==> config.mk <==
export PLATFORM = sky130hd
export DESIGN_NAME = bclk_gen
export DESIGN_NICKNAME = d
export VERILOG_FILES = /design/src/rtl/bclk_pkg.sv /design/src/rtl/bclk_regs.sv /design/src/rtl/bclk_prescaler.sv /design/src/rtl/bclk_gate.sv /design/src/rtl/bclk_gen.sv
export SDC_FILE = /design/constraint.sdc
export NUM_CORES = 1
export LEC_CHECK = 0
export ABC_CLOCK_PERIOD_IN_PS = 4500
export CORE_MARGIN = 2
export CORE_UTILIZATION = 57
export CTS_BUF_LIST = sky130_fd_sc_hd__clkbuf_2
export DETAILED_ROUTE_END_ITERATION = 16
export PLACE_DENSITY = 0.92
export SYNTH_ARGS = -nofsm -noshare
export SYNTH_HDL_FRONTEND = slang
export SYNTH_SLANG_ARGS = --single-unit
==> constraint.sdc <==
create_clock -name clk -period 4.5 [get_ports clk]
set_input_delay 0.675 -clock clk [delete_from_list [all_inputs] [get_ports clk]]
set_output_delay 0.675 -clock clk [all_outputs]
set_load 0.05 [all_outputs]
==> src/rtl/bclk_pkg.sv <==
package bclk_pkg;
  localparam int NDOM    = 4;
  localparam int SEL_W   = 3;
  localparam int FLD_W   = SEL_W + 1;
  localparam int CNT_W   = 2 ** SEL_W;
  localparam int SHIFT_W = $clog2(CNT_W + 1);
  localparam int FIELDS_W = NDOM * FLD_W;

  typedef enum logic [1:0] {DOM_CPU = 2'd0, DOM_HSB = 2'd1, DOM_PBA = 2'd2, DOM_PBB = 2'd3} dom_e;

  // Shift amount of one domain field: 0 when not dividing, sel+1 otherwise.
  function automatic logic [SHIFT_W-1:0] field_shift(input logic [FLD_W-1:0] fld);
    return fld[FLD_W-1] ? (SHIFT_W'(fld[SEL_W-1:0]) + SHIFT_W'(1)) : '0;
  endfunction

  // Parent domains never slower than their children.
  function automatic logic fields_ordered(input logic [FIELDS_W-1:0] f);
    logic [SHIFT_W-1:0] s [NDOM];
    for (int d = 0; d < NDOM; d++) s[d] = field_shift(f[d*FLD_W +: FLD_W]);
    return (s[DOM_CPU] <= s[DOM_HSB]) && (s[DOM_HSB] <= s[DOM_PBA]) &&
           (s[DOM_HSB] <= s[DOM_PBB]);
  endfunction

  // Counter low 'sh' bits all ones.
  function automatic logic tick_hit(input logic [CNT_W-1:0] cnt, input logic [SHIFT_W-1:0] sh);
    logic [CNT_W:0] one;
    logic [CNT_W:0] m;
    one = {{CNT_W{1'b0}}, 1'b1};
    m   = (one << sh) - one;
    return (cnt & m[CNT_W-1:0]) == m[CNT_W-1:0];
  endfunction
endpackage

==> src/rtl/bclk_regs.sv <==
module bclk_regs
  import bclk_pkg::*;
#(
  parameter int MASK_W = 32,
  parameter int ADDR_W = 3,
  parameter logic [NDOM*MASK_W-1:0] AON_INIT = '0
) (
  input  logic                   clk,
  input  logic                   rst_n,
  input  logic                   wr_en,
  input  logic [ADDR_W-1:0]      wr_addr,
  input  logic [MASK_W-1:0]      wr_data,
  input  logic [ADDR_W-1:0]      rd_addr,
  output logic [MASK_W-1:0]      rd_data,
  output logic [FIELDS_W-1:0]    fields,
  output logic                   main_pll,
  output logic                   cfg_err,
  output logic                   wr_reject,
  output logic [NDOM*MASK_W-1:0] shadow
);
  localparam int MAIN_BIT = FIELDS_W;
  localparam int ERR_BIT  = MASK_W - 1;

  logic [FIELDS_W-1:0] fld_q;
  logic                main_q;
  logic                err_q;
  logic [MASK_W-1:0]   mask_q [NDOM];
  logic                sel_wr;

  assign sel_wr    = wr_en && (wr_addr == '0);
  assign wr_reject = sel_wr && !fields_ordered(wr_data[FIELDS_W-1:0]);

  always_ff @(posedge clk or negedge rst_n) begin
    if (!rst_n) begin
      fld_q  <= '0;
      main_q <= 1'b0;
      err_q  <= 1'b0;
    end else if (wr_reject) begin
      err_q  <= 1'b1;
    end else if (sel_wr) begin
      fld_q  <= wr_data[FIELDS_W-1:0];
      main_q <= wr_data[MAIN_BIT];
    end
  end

  for (genvar d = 0; d < NDOM; d++) begin : g_mask
    always_ff @(posedge clk or negedge rst_n) begin
      if (!rst_n)
        mask_q[d] <= AON_INIT[d*MASK_W +: MASK_W];
      else if (wr_en && (wr_addr == ADDR_W'(d + 1)))
        mask_q[d] <= wr_data;
    end
    assign shadow[d*MASK_W +: MASK_W] = mask_q[d];
  end

  always_comb begin
    rd_data = '0;
    if (rd_addr == '0) begin
      rd_data[FIELDS_W-1:0] = fld_q;
      rd_data[MAIN_BIT]     = main_q;
      rd_data[ERR_BIT]      = err_q;
    end
    for (int d = 0; d < NDOM; d++)
      if (rd_addr == ADDR_W'(d + 1)) rd_data = mask_q[d];
  end

  assign fields   = fld_q;
  assign main_pll = main_q;
  assign cfg_err  = err_q;
endmodule

==> src/rtl/bclk_prescaler.sv <==
module bclk_prescaler
  import bclk_pkg::*;
(
  input  logic                    clk,
  input  logic                    rst_n,
  input  logic [FIELDS_W-1:0]     fields,
  output logic [NDOM-1:0]         dom_tick,
  output logic [NDOM*SHIFT_W-1:0] dom_shift
);
  logic [CNT_W-1:0] cnt_q;

  always_ff @(posedge clk or negedge rst_n) begin
    if (!rst_n) cnt_q <= '0;
    else        cnt_q <= cnt_q + 1'b1;
  end

  for (genvar d = 0; d < NDOM; d++) begin : g_dom
    logic [SHIFT_W-1:0] sh;
    assign sh = field_shift(fields[d*FLD_W +: FLD_W]);
    assign dom_shift[d*SHIFT_W +: SHIFT_W] = sh;
    assign dom_tick[d] = tick_hit(cnt_q, sh);
  end
endmodule

==> src/rtl/bclk_gate.sv <==
module bclk_gate #(
  parameter int MASK_W = 32,
  parameter logic [MASK_W-1:0] INIT = '0
) (
  input  logic              clk,
  input  logic              rst_n,
  input  logic              tick,
  input  logic [MASK_W-1:0] shadow,
  output logic [MASK_W-1:0] active,
  output logic [MASK_W-1:0] mod_en
);
  // The applied mask only moves on the edge that closes a pulse.
  always_ff @(posedge clk or negedge rst_n) begin
    if (!rst_n)    active <= INIT;
    else if (tick) active <= shadow;
  end

  assign mod_en = {MASK_W{tick}} & active;
endmodule

==> src/rtl/bclk_gen.sv <==
module bclk_gen
  import bclk_pkg::*;
#(
  parameter int MASK_W = 32,
  parameter int ADDR_W = 3,
  parameter logic [MASK_W-1:0] AON_CPU = 32'h0000_0001,
  parameter logic [MASK_W-1:0] AON_HSB = 32'h0000_0003,
  parameter logic [MASK_W-1:0] AON_PBA = 32'h0000_0000,
  parameter logic [MASK_W-1:0] AON_PBB = 32'h0000_0006
) (
  input  logic              clk,
  input  logic              rst_n,
  input  logic              wr_en,
  input  logic [ADDR_W-1:0] wr_addr,
  input  logic [MASK_W-1:0] wr_data,
  input  logic [ADDR_W-1:0] rd_addr,
  output logic [MASK_W-1:0] rd_data,
  output logic              main_pll,
  output logic              cfg_err,
  output logic [3:0]        dom_en,
  output logic [MASK_W-1:0] mod_en_cpu,
  output logic [MASK_W-1:0] mod_en_hsb,
  output logic [MASK_W-1:0] mod_en_pba,
  output logic [MASK_W-1:0] mod_en_pbb
);
  localparam logic [NDOM*MASK_W-1:0] AON_ALL = {AON_PBB, AON_PBA, AON_HSB, AON_CPU};

  logic [FIELDS_W-1:0]     fields;
  logic                    wr_reject;
  logic [NDOM*MASK_W-1:0]  shadow;
  logic [NDOM*SHIFT_W-1:0] dom_shift;
  logic [NDOM-1:0]         dom_tick;
  logic [NDOM*MASK_W-1:0]  act_mask;
  logic [NDOM*MASK_W-1:0]  all_mod;

  bclk_regs #(.MASK_W(MASK_W), .ADDR_W(ADDR_W), .AON_INIT(AON_ALL)) u_regs (
    .clk(clk), .rst_n(rst_n), .wr_en(wr_en), .wr_addr(wr_addr), .wr_data(wr_data),
    .rd_addr(rd_addr), .rd_data(rd_data), .fields(fields), .main_pll(main_pll),
    .cfg_err(cfg_err), .wr_reject(wr_reject), .shadow(shadow)
  );

  bclk_prescaler u_pre (
    .clk(clk), .rst_n(rst_n), .fields(fields), .dom_tick(dom_tick), .dom_shift(dom_shift)
  );

  for (genvar d = 0; d < NDOM; d++) begin : g_gate
    bclk_gate #(.MASK_W(MASK_W), .INIT(AON_ALL[d*MASK_W +: MASK_W])) u_gate (
      .clk(clk), .rst_n(rst_n), .tick(dom_tick[d]),
      .shadow(shadow[d*MASK_W +: MASK_W]),
      .active(act_mask[d*MASK_W +: MASK_W]),
      .mod_en(all_mod[d*MASK_W +: MASK_W])
    );
  end

  assign dom_en     = dom_tick;
  assign mod_en_cpu = all_mod[DOM_CPU*MASK_W +: MASK_W];
  assign mod_en_hsb = all_mod[DOM_HSB*MASK_W +: MASK_W];
  assign mod_en_pba = all_mod[DOM_PBA*MASK_W +: MASK_W];
  assign mod_en_pbb = all_mod[DOM_PBB*MASK_W +: MASK_W];
endmodule

After elaboration in Yosys (flattened, before gate mapping):

Index checks and enable logic that the tools add are counted.

* flip-flop bits (word level): 282
* input bits: 41
* word-level logic and storage cells: 79

* bitwise logic cells: 9
* mux-type cells: 14
* reduce and logical (&&, ||, !) cells: 12
* equal/unequal tests: 12
* order comparisons: 3
* add/sub/neg operators: 13
* shifts and indexed selects: 4

Operators by type and width (number)
* AND 32 bit: 4
* two-way mux 32 bit: 4
* adder 3 x 1 -> 4 bit (second input constant): 8
* AND 8 bit: 4
* == test 8 bit: 4
* two-way mux 4 bit: 8
* left shift 1 x 4 -> 8 bit (first input constant): 4
* subtractor 8 x 1 -> 8 bit (second input constant): 4
* two-way mux 17 bit: 1
* == test 3 x 2 -> 1 bit (second input constant): 4
* less-or-equal comparator 4 bit: 3
* adder 8 x 1 -> 8 bit (second input constant): 1
* logical AND 1 bit: 8
* == test 3 x 1 -> 1 bit (second input constant): 2
* == test 3 bit (second input constant): 2
* logical NOT 3 bit: 2
* AND reduction 2 bit: 1
* logical NOT 1 bit: 1
* two-way mux 1 bit: 1
* NOT 1 bit: 1

Logic depth before layout (Yosys ltp):

Gate-level depths: netlist of the first run.

* depth in word-level cells: 9
* gate-level depth with buffers: 14

Cells and area by module:

Synthesis of the first run repeated with hierarchy kept, for this count alone.

* cell total of the unflattened synthesis: 1149
* area total of the unflattened synthesis: 14645.3 um2

By module, submodules not included
* bclk_regs: cells each 531, times used 1, area an instance 6959.2 um2
* bclk_gate (g_gate[1].u_gate ...): cells each 103, times used 2, area an instance 1550.2 um2
* bclk_gate (g_gate[0].u_gate): cells each 103, times used 1, area an instance 1549.0 um2
* bclk_gate (g_gate[2].u_gate): cells each 103, times used 1, area an instance 1547.7 um2
* bclk_prescaler: cells each 206, times used 1, area an instance 1488.9 um2

Worst setup path after synthesis of the first run:

OpenSTA, ideal clock, no wires.

* path kind: reg2out
* start: reg u_regs.fld_q[1] (netlist: u_regs.fields[1])
* end: out mod_en_cpu[10]
* data required time: 3825 ps
* data arrival time: 3238 ps
* stages on the path, launching flop included: 15
* buffers on the path: 3
* setup slack: 587 ps
* cell sequence: dfrtp_1 > ha_1 > buf_2 > and3b_1 > o21ai_0 > and2_1 > ha_1 > nor4b_1 > o22ai_1 > o221ai_1 > a211o_1 > nor4_2 > buf_4 > clkbuf_2 > and2_1

* cells in the longest elaborated chain, start to end: 7

Ends and longest elaborated chain
* start: declaration: line bclk_regs.sv:24 `logic [FIELDS_W-1:0] fld_q;`
* start signal: assignment: line bclk_regs.sv:41 `fld_q <= wr_data[FIELDS_W-1:0];`
* adder 3 x 1 -> 4 bit (*): line bclk_pkg.sv:13 `return fld[FLD_W-1] ? (SHIFT_W'(fld[SEL_W-1:0]) + SHIFT_W'(1)) : '0;`
* two-way mux 4 bit (*): line bclk_pkg.sv:13
* left shift 1 x 4 -> 8 bit (*): line bclk_pkg.sv:29 `m = (one << sh) - one;`
* subtractor 8 x 1 -> 8 bit (*): line bclk_pkg.sv:29
* AND 8 bit: line bclk_pkg.sv:30 `return (cnt & m[CNT_W-1:0]) == m[CNT_W-1:0];`
* == test 8 bit (*): line bclk_pkg.sv:30
* AND 32 bit (*): line bclk_gate.sv:18 `assign mod_en = {MASK_W{tick}} & active;`
* end: declaration: line bclk_gen.sv:21 `output logic [MASK_W-1:0] mod_en_cpu,`

Every way passes the cells marked *; elsewhere a longest branch is shown, timed or not.

Final worst setup path of the first run:

* start: reg u_regs.fld_q[0] (netlist: u_regs.fields[0])
* end: out mod_en_cpu[10]

Same word-level chain as after synthesis.

==> results of run 1 <==
metrics by stage:
stage | setup slack, ns | std cells | setup TNS (ns) | hold WS, ns | util
global route | -0.324 | 1838 | -22.11 | 0.418 | 0.807
global placement | 0.471 | 1640 | 0 | 0.472 | 0.719
finish | -0.194 | 1841 | -10.80 | 0.393 | 0.807
CTS | -0.000457 | 1802 | -0.000737 | 0.377 | 0.773
floorplan | 0.587 | 1175 | 0 | 0.379 | -
detailed placement | 0.268 | 1640 | 0 | 0.472 | 0.719
final cells by class:
type / instances / area share
diodes: 4 / 0.000507
clock buffers: 101 / 0.0256
clock inverters: 31 / 0.0129
inverters: 17 / 0.00323
multi-input cells: 787 / 0.365
flip-flops and latches: 282 / 0.359
well taps: 324 / 0.0205
repair buffers: 295 / 0.213
cell families (layout without fill, tap and decap cells):
family	after synthesis	after routing	synth area share
AO/OA/AOI/OAI	152	152	0.0713
XOR/XNOR	18	18	0.0116
adder cells (fa/ha/maj)	25	25	0.0219
buffers and inverters	106	444	0.0356
flip-flops	282	282	0.494
multiplexers	314	314	0.250
other	0	4	0
AND/OR/NAND/NOR	278	278	0.115
sequential cells by signal, summed over array words and instances, names as in the netlist:
register / cells
u_regs.cfg_err: 1
g_gate.u_gate.active: 128
u_regs.shadow: 128
u_pre.cnt_q: 8
u_regs.main_pll: 1
u_regs.fields: 16
metal layers:
layer | routed length (um) | vias up
li1 | - | 4821
met1 | 17800 | 5904
met2 | 23800 | 888
met3 | 5550 | 277
met4 | 3440 | 0
met5 | 0 | -
worst max-delay path: stages (launching register included):
cell and delay [ns]:
dfrtp_2 0.47, ha_4 0.20, and3b_2 0.24, o21ai_2 0.19, and2_4 0.19, ha_4 0.15, nor4b_2 0.05, o22ai_1 0.20
o221ai_1 0.16, a211o_1 0.36, nor4_4 0.20, buf_6 0.19, buf_6 0.11, buf_12 0.13, and2_4 0.17, buf_12 0.13
worst max path at each step:
stage,to,slack [ns],cells past startpoint
final,mod_en_cpu[10],-0.19,15
after detailed placement,mod_en_cpu[19],0.27,13
after global placement,mod_en_cpu[30],0.47,13
after global routing,mod_en_hsb[25],-0.32,14
after CTS,mod_en_pbb[29],-0.0005,11
after floorplan,mod_en_cpu[10],0.59,14
timing repair:
action / in CTS / in global routing
gates cloned: 8 / 6
setup endpoints to repair: 132 / 132
gates resized for setup: 51 / 151
pin swaps: 6 / 43
setup buffers: 21 / 32
hold buffers: 1 / 0
endpoints found under the hold margin: 76 / 0
cell usage in the layout, fill, tap and decap left out, drive strengths merged, types with 10 or more instances in the layout:
cell           instances
nor2b                 17
dfstp                 10
ha                    25
clkinv                25
nor2                  34
mux2i                 39
dfrtp                272
nand4                 12
nand2b                10
clkdlybuf4s50         41
a21oi                 26
o22ai                 33
inv                   17
and2                 139
nand2                 22
nand3                 11
clkbuf               105
buf                  244
a22oi                 25
o21ai                 20
mux2                 273
==> flow_metrics.py, run 1 <==
metrics = {
    "outcome": {
        "status": "complete, but fails checks",
        "failed_checks": "negative setup slack",
    },
    "detailed_routing": {
        "vias_per_cell": 6.46,
        "drt-initial-drc-count": 1126,
        "final_antenna_net_count": 0,
        "firstDrtPassIters": 5,
        "finalWirelength_um": 50600,
        "wl_per_cell_um": 27.5,
        "drc": 0,
        "vias": 11900,
    },
    "timing": {
        "hold_violations": 0,
        "max_freq_ghz": 0.213,
        "setup_violations": 99,
        "fin_crit_sh": 1.04,
        "max-slew-margin-rel": 0.291,
        "period_minus_slack_ns": 4.69,
        "slew_viol_final": 0,
        "tightest_slew_ns": 1.06,
        "clock_skew_ns": 0.0623,
        "setup_slack_ns": -0.194,
        "rsz0062_at_grt": "true",
    },
    "setup_path": {
        "cp.required_ns": 3.83,
        "r2r_setup_slack_ns": 0.78,
        "endpoint_kind": "output pin",
        "r2r-start": "u_regs.fields[9]",
        "critPathMaxFanout": 7,
        "criticalPathCategory": "reg -> out",
        "reg2reg_to": "g_gate[2].u_gate.active[10]",
        "critPathArrivalTime_ns": 4.02,
        "crit_path_start_kind": "flop",
        "r2r_cells": 12,
        "critPathLaunch": "u_regs.fields[0]",
    },
    "logic_synthesis": {
        "async_reset_ff_frac": 1.00,
        "synth_area_um2": 14300,
        "ys.flop_type": "dfrtp_1",
        "yosys-top-cells-count": "dfrtp_1 (272), mux2_2 (251), and2_1 (139)",
        "synthesis.instances": 1175,
        "yosysTopAreaCellShare": 0.476,
        "yosys-top-cells-area": "dfrtp_1 (48%), mux2_2 (20%), and2_1 (6.1%)",
        "syn_nets": 1241,
        "syn_area_per_cell_um2": 12.2,
        "seq_area_frac_synth": 0.494,
        "ys.warnings.count": 0,
        "yosysMostFrequentCell": "dfrtp_1",
        "synth_seq_cells": 282,
        "synth_top_cell_by_area": "dfrtp_1",
        "synthDistinctLibCells": 70,
        "synth_edf_count": 0,
    },
    "layout": {
        "final_area_um2": 19700,
        "fill_cells": 1200,
        "drive_gt1_frac": 0.518,
        "nNetsFinal": 1521,
        "multiInputGateArea_um2": 7210,
        "area.sequential_um2": 7080,
        "syn_to_final_growth_pct": 38.1,
    },
    "clock_network": {
        "clk_latency_ns": 0.89,
        "cts_tree": "built",
        "clkTransAtPathRegs_ns": 0.15,
        "cts_buffers": 72,
        "clockBufferDepth": 3,
        "cts.sinks": 282,
        "htree_levels": 3,
        "root_buffer": "clkbuf_2",
    },
    "grt": {
        "grt_max_degree": 97,
        "overflow": 0,
        "grt_usage": 0.342,
        "grtUsageMet2": 0.554,
        "grt_pass1_wl_um": 68400,
        "met3_usage": 0.0858,
        "grt.met1_usage": 0.430,
        "busiest_layer": "met2",
        "grt_pass1_vias": 11900,
        "antenna_found_initial": 1,
    },
    "floorplanning": {
        "ios": 207,
        "start_util": 0.584,
        "core-area_um2": 24500,
        "die_h_um": 162,
        "die_x_um": 162,
        "dieArea_um2": 26400,
        "rows": 57,
    },
    "placement": {
        "placed_cell_area_um2": 17600,
        "port_buffers": 206,
        "routabilityCongestion": 0.906,
        "hpwl_um": 26800,
    },
    "min_path": {
        "holdCritPathClass": "in -> async",
    },
    "flow_run": {
        "maxCapViolCount": 0,
    },
}
Power of run 1 is not shown: default switching activity piles up to over one toggle a cycle in this logic, so the estimate is an artifact.
==> run 2: changes to the inputs <==
--- a/config.mk
+++ b/config.mk
@@ -12,3 +12,5 @@
 export DETAILED_ROUTE_END_ITERATION = 16
+export GPL_ROUTABILITY_DRIVEN = 0
 export PLACE_DENSITY = 0.92
+export SKIP_LAST_GASP = 1
 export SYNTH_ARGS = -nofsm -noshare
==> constraint.sdc (replaced) <==
create_clock -name clk -period 4.5 [get_ports clk]
set_input_delay 1.35 -clock clk [delete_from_list [all_inputs] [get_ports clk]]
set_output_delay 1.35 -clock clk [all_outputs]
set_load 0.05 [all_outputs]
==> flow_metrics.py, run 2 (synthesis gave the netlist of run 1 again) <==
metrics = {
    "outcome": {
        "status": "complete, but fails checks",
        "failed_checks": "negative setup slack",
    },
    "grt": {
        "grt.met1_usage": 0.493,
        "met3_usage": 0.166,
        "grt_pass1_wl_um": 85800,
        "busiest_layer": "met2",
        "grt_max_degree": 86,
        "antenna_found_initial": 9,
        "grtUsageMet2": 0.689,
        "grt_pass1_vias": 13700,
        "grt_usage": 0.443,
        "overflow": 0,
    },
    "floorplanning": {
        "ios": 207,
        "core-area_um2": 24500,
        "start_util": 0.584,
        "dieArea_um2": 26400,
        "rows": 57,
        "die_x_um": 162,
        "die_h_um": 162,
    },
    "timing": {
        "max-slew-margin-rel": 0.202,
        "clock_skew_ns": 0.0928,
        "hold_ws_ns": 0.450,
        "tightest_slew_ns": 1.20,
        "max_freq_ghz": 0.186,
        "hold_violations": 0,
        "rsz0062_at_grt": "true",
        "setup_violations": 135,
        "slew_viol_final": 0,
        "setup_slack_ns": -0.876,
        "fin_crit_sh": 1.19,
        "period_minus_slack_ns": 5.38,
    },
    "placement": {
        "port_buffers": 206,
        "placedCellCount": 1674,
        "hpwl_um": 29700,
    },
    "min_path": {
        "holdCritPathClass": "in -> async",
    },
    "layout": {
        "nNetsFinal": 1561,
        "fill_cells": 937,
        "syn_to_final_growth_pct": 47.3,
        "finalNonFillerCells": 1868,
        "final_common_cell": "dfrtp_1",
        "drive_gt1_frac": 0.586,
        "final_cell_mix": "dfrtp_1 (269), mux2_2 (251), buf_12 (182)",
    },
    "setup_path": {
        "critPathMaxFanout": 13,
        "criticalPathCategory": "reg -> out",
        "crit_path_start_kind": "flop",
        "endpoint_kind": "output pin",
        "cp.required_ns": 3.15,
        "critPathArrivalTime_ns": 4.03,
    },
    "detailed_routing": {
        "drc": 0,
        "finalWirelength_um": 61400,
        "drt-initial-drc-count": 1876,
        "final_antenna_net_count": 0,
        "firstDrtPassIters": 7,
        "vias": 13000,
        "wl_per_cell_um": 32.9,
        "vias_per_cell": 6.94,
    },
    "clock_network": {
        "clk_latency_ns": 0.91,
        "htree_levels": 3,
        "clkTransAtPathRegs_ns": 0.13,
        "postCtsHoldBufs": 0,
        "cts.sinks": 282,
        "cts_buffers": 73,
        "cts_tree": "built",
        "clockBufferDepth": 3,
        "root_buffer": "clkbuf_2",
    },
    "flow_run": {
        "maxCapViolCount": 0,
    },
}
-- run 2: cell count changes in the layout (fill, tap and decap cells not counted), sizes merged --
cell | previous run | this run
dlygate4sd2 | 1 | 0
dlymetal6s2s | 0 | 1
dlygate4sd3 | 1 | 0
inv | 17 | 18
diode | 4 | 3
bufbuf | 4 | 5
buf | 244 | 284
clkdlybuf4s50 | 41 | 38
clkbuf | 105 | 110
bufinv | 5 | 3
clkinv | 25 | 12
-- run 2: metal layers --
metal,wire length [um],vias up
met4,6100,8
met5,52,-
li1,-,4887
met2,28000,1220
met1,19200,6308
met3,8030,538
-- run 2: critical path, cell delays in order, from the launching register on --
cell and delay, ns:
dfrtp_1 0.62, nor2b_1 0.26, o211ai_1 0.53, mux2i_4 0.49
o32ai_4 0.15, nor4b_4 0.27, buf_6 0.26, buf_12 0.18
and2_1 0.20, buf_12 0.15
-- run 2: what timing repair did --
item                                    CTS  global route
gates cloned                             15             6
gates resized for setup                 156            84
pin swaps                                44            65
setup buffers                            40            19
endpoints found under the setup margin  132           148
-- run 2: path summary, 6_finish.rpt --
kind	startpoint	endpoint	slack [ns]	depth (start not counted)
min in group clk	u_regs.shadow[108]	g_gate[3].u_gate.active[12]	0.47	1
hold / removal	rst_n	u_regs.shadow[102]	0.45	1
setup reg to reg	u_regs.fields[4]	g_gate[1].u_gate.active[27]	0.69	16
hold reg to reg	u_regs.shadow[108]	g_gate[3].u_gate.active[12]	0.47	1
setup / recovery	u_regs.fields[10]	mod_en_pba[24]	-0.88	9
max in group asynchronous	rst_n	u_regs.shadow[64]	2.97	2
-- run 2: per-stage QoR --
stage	util	TNS (ns)	setup WS [ns]	area, um^2
2_1_floorplan	-	0	0.0409	14400
3_3_place_gp	0.764	0	0.150	18700
3_5_place_dp	0.764	-0.110	-0.0249	18700
4_1_cts	0.845	-51.02	-0.487	20700
5_1_grt	0.861	-91.56	-0.871	21100
6_report	0.861	-89.88	-0.876	21100
-- run 2: final cells by class --
class                      count  area (um^2)  share of cell area
sequential                   282         7070               0.336
timing repair buffer         334         5270               0.250
tap                          324          405              0.0193
clock buffer                 104          520              0.0247
antenna                        3         7.51            0.000357
inverter                      17         63.8             0.00303
clock inverter                17          151             0.00719
multi-input combinational    787         7560               0.359
Power of run 2 is left out for the same reason.
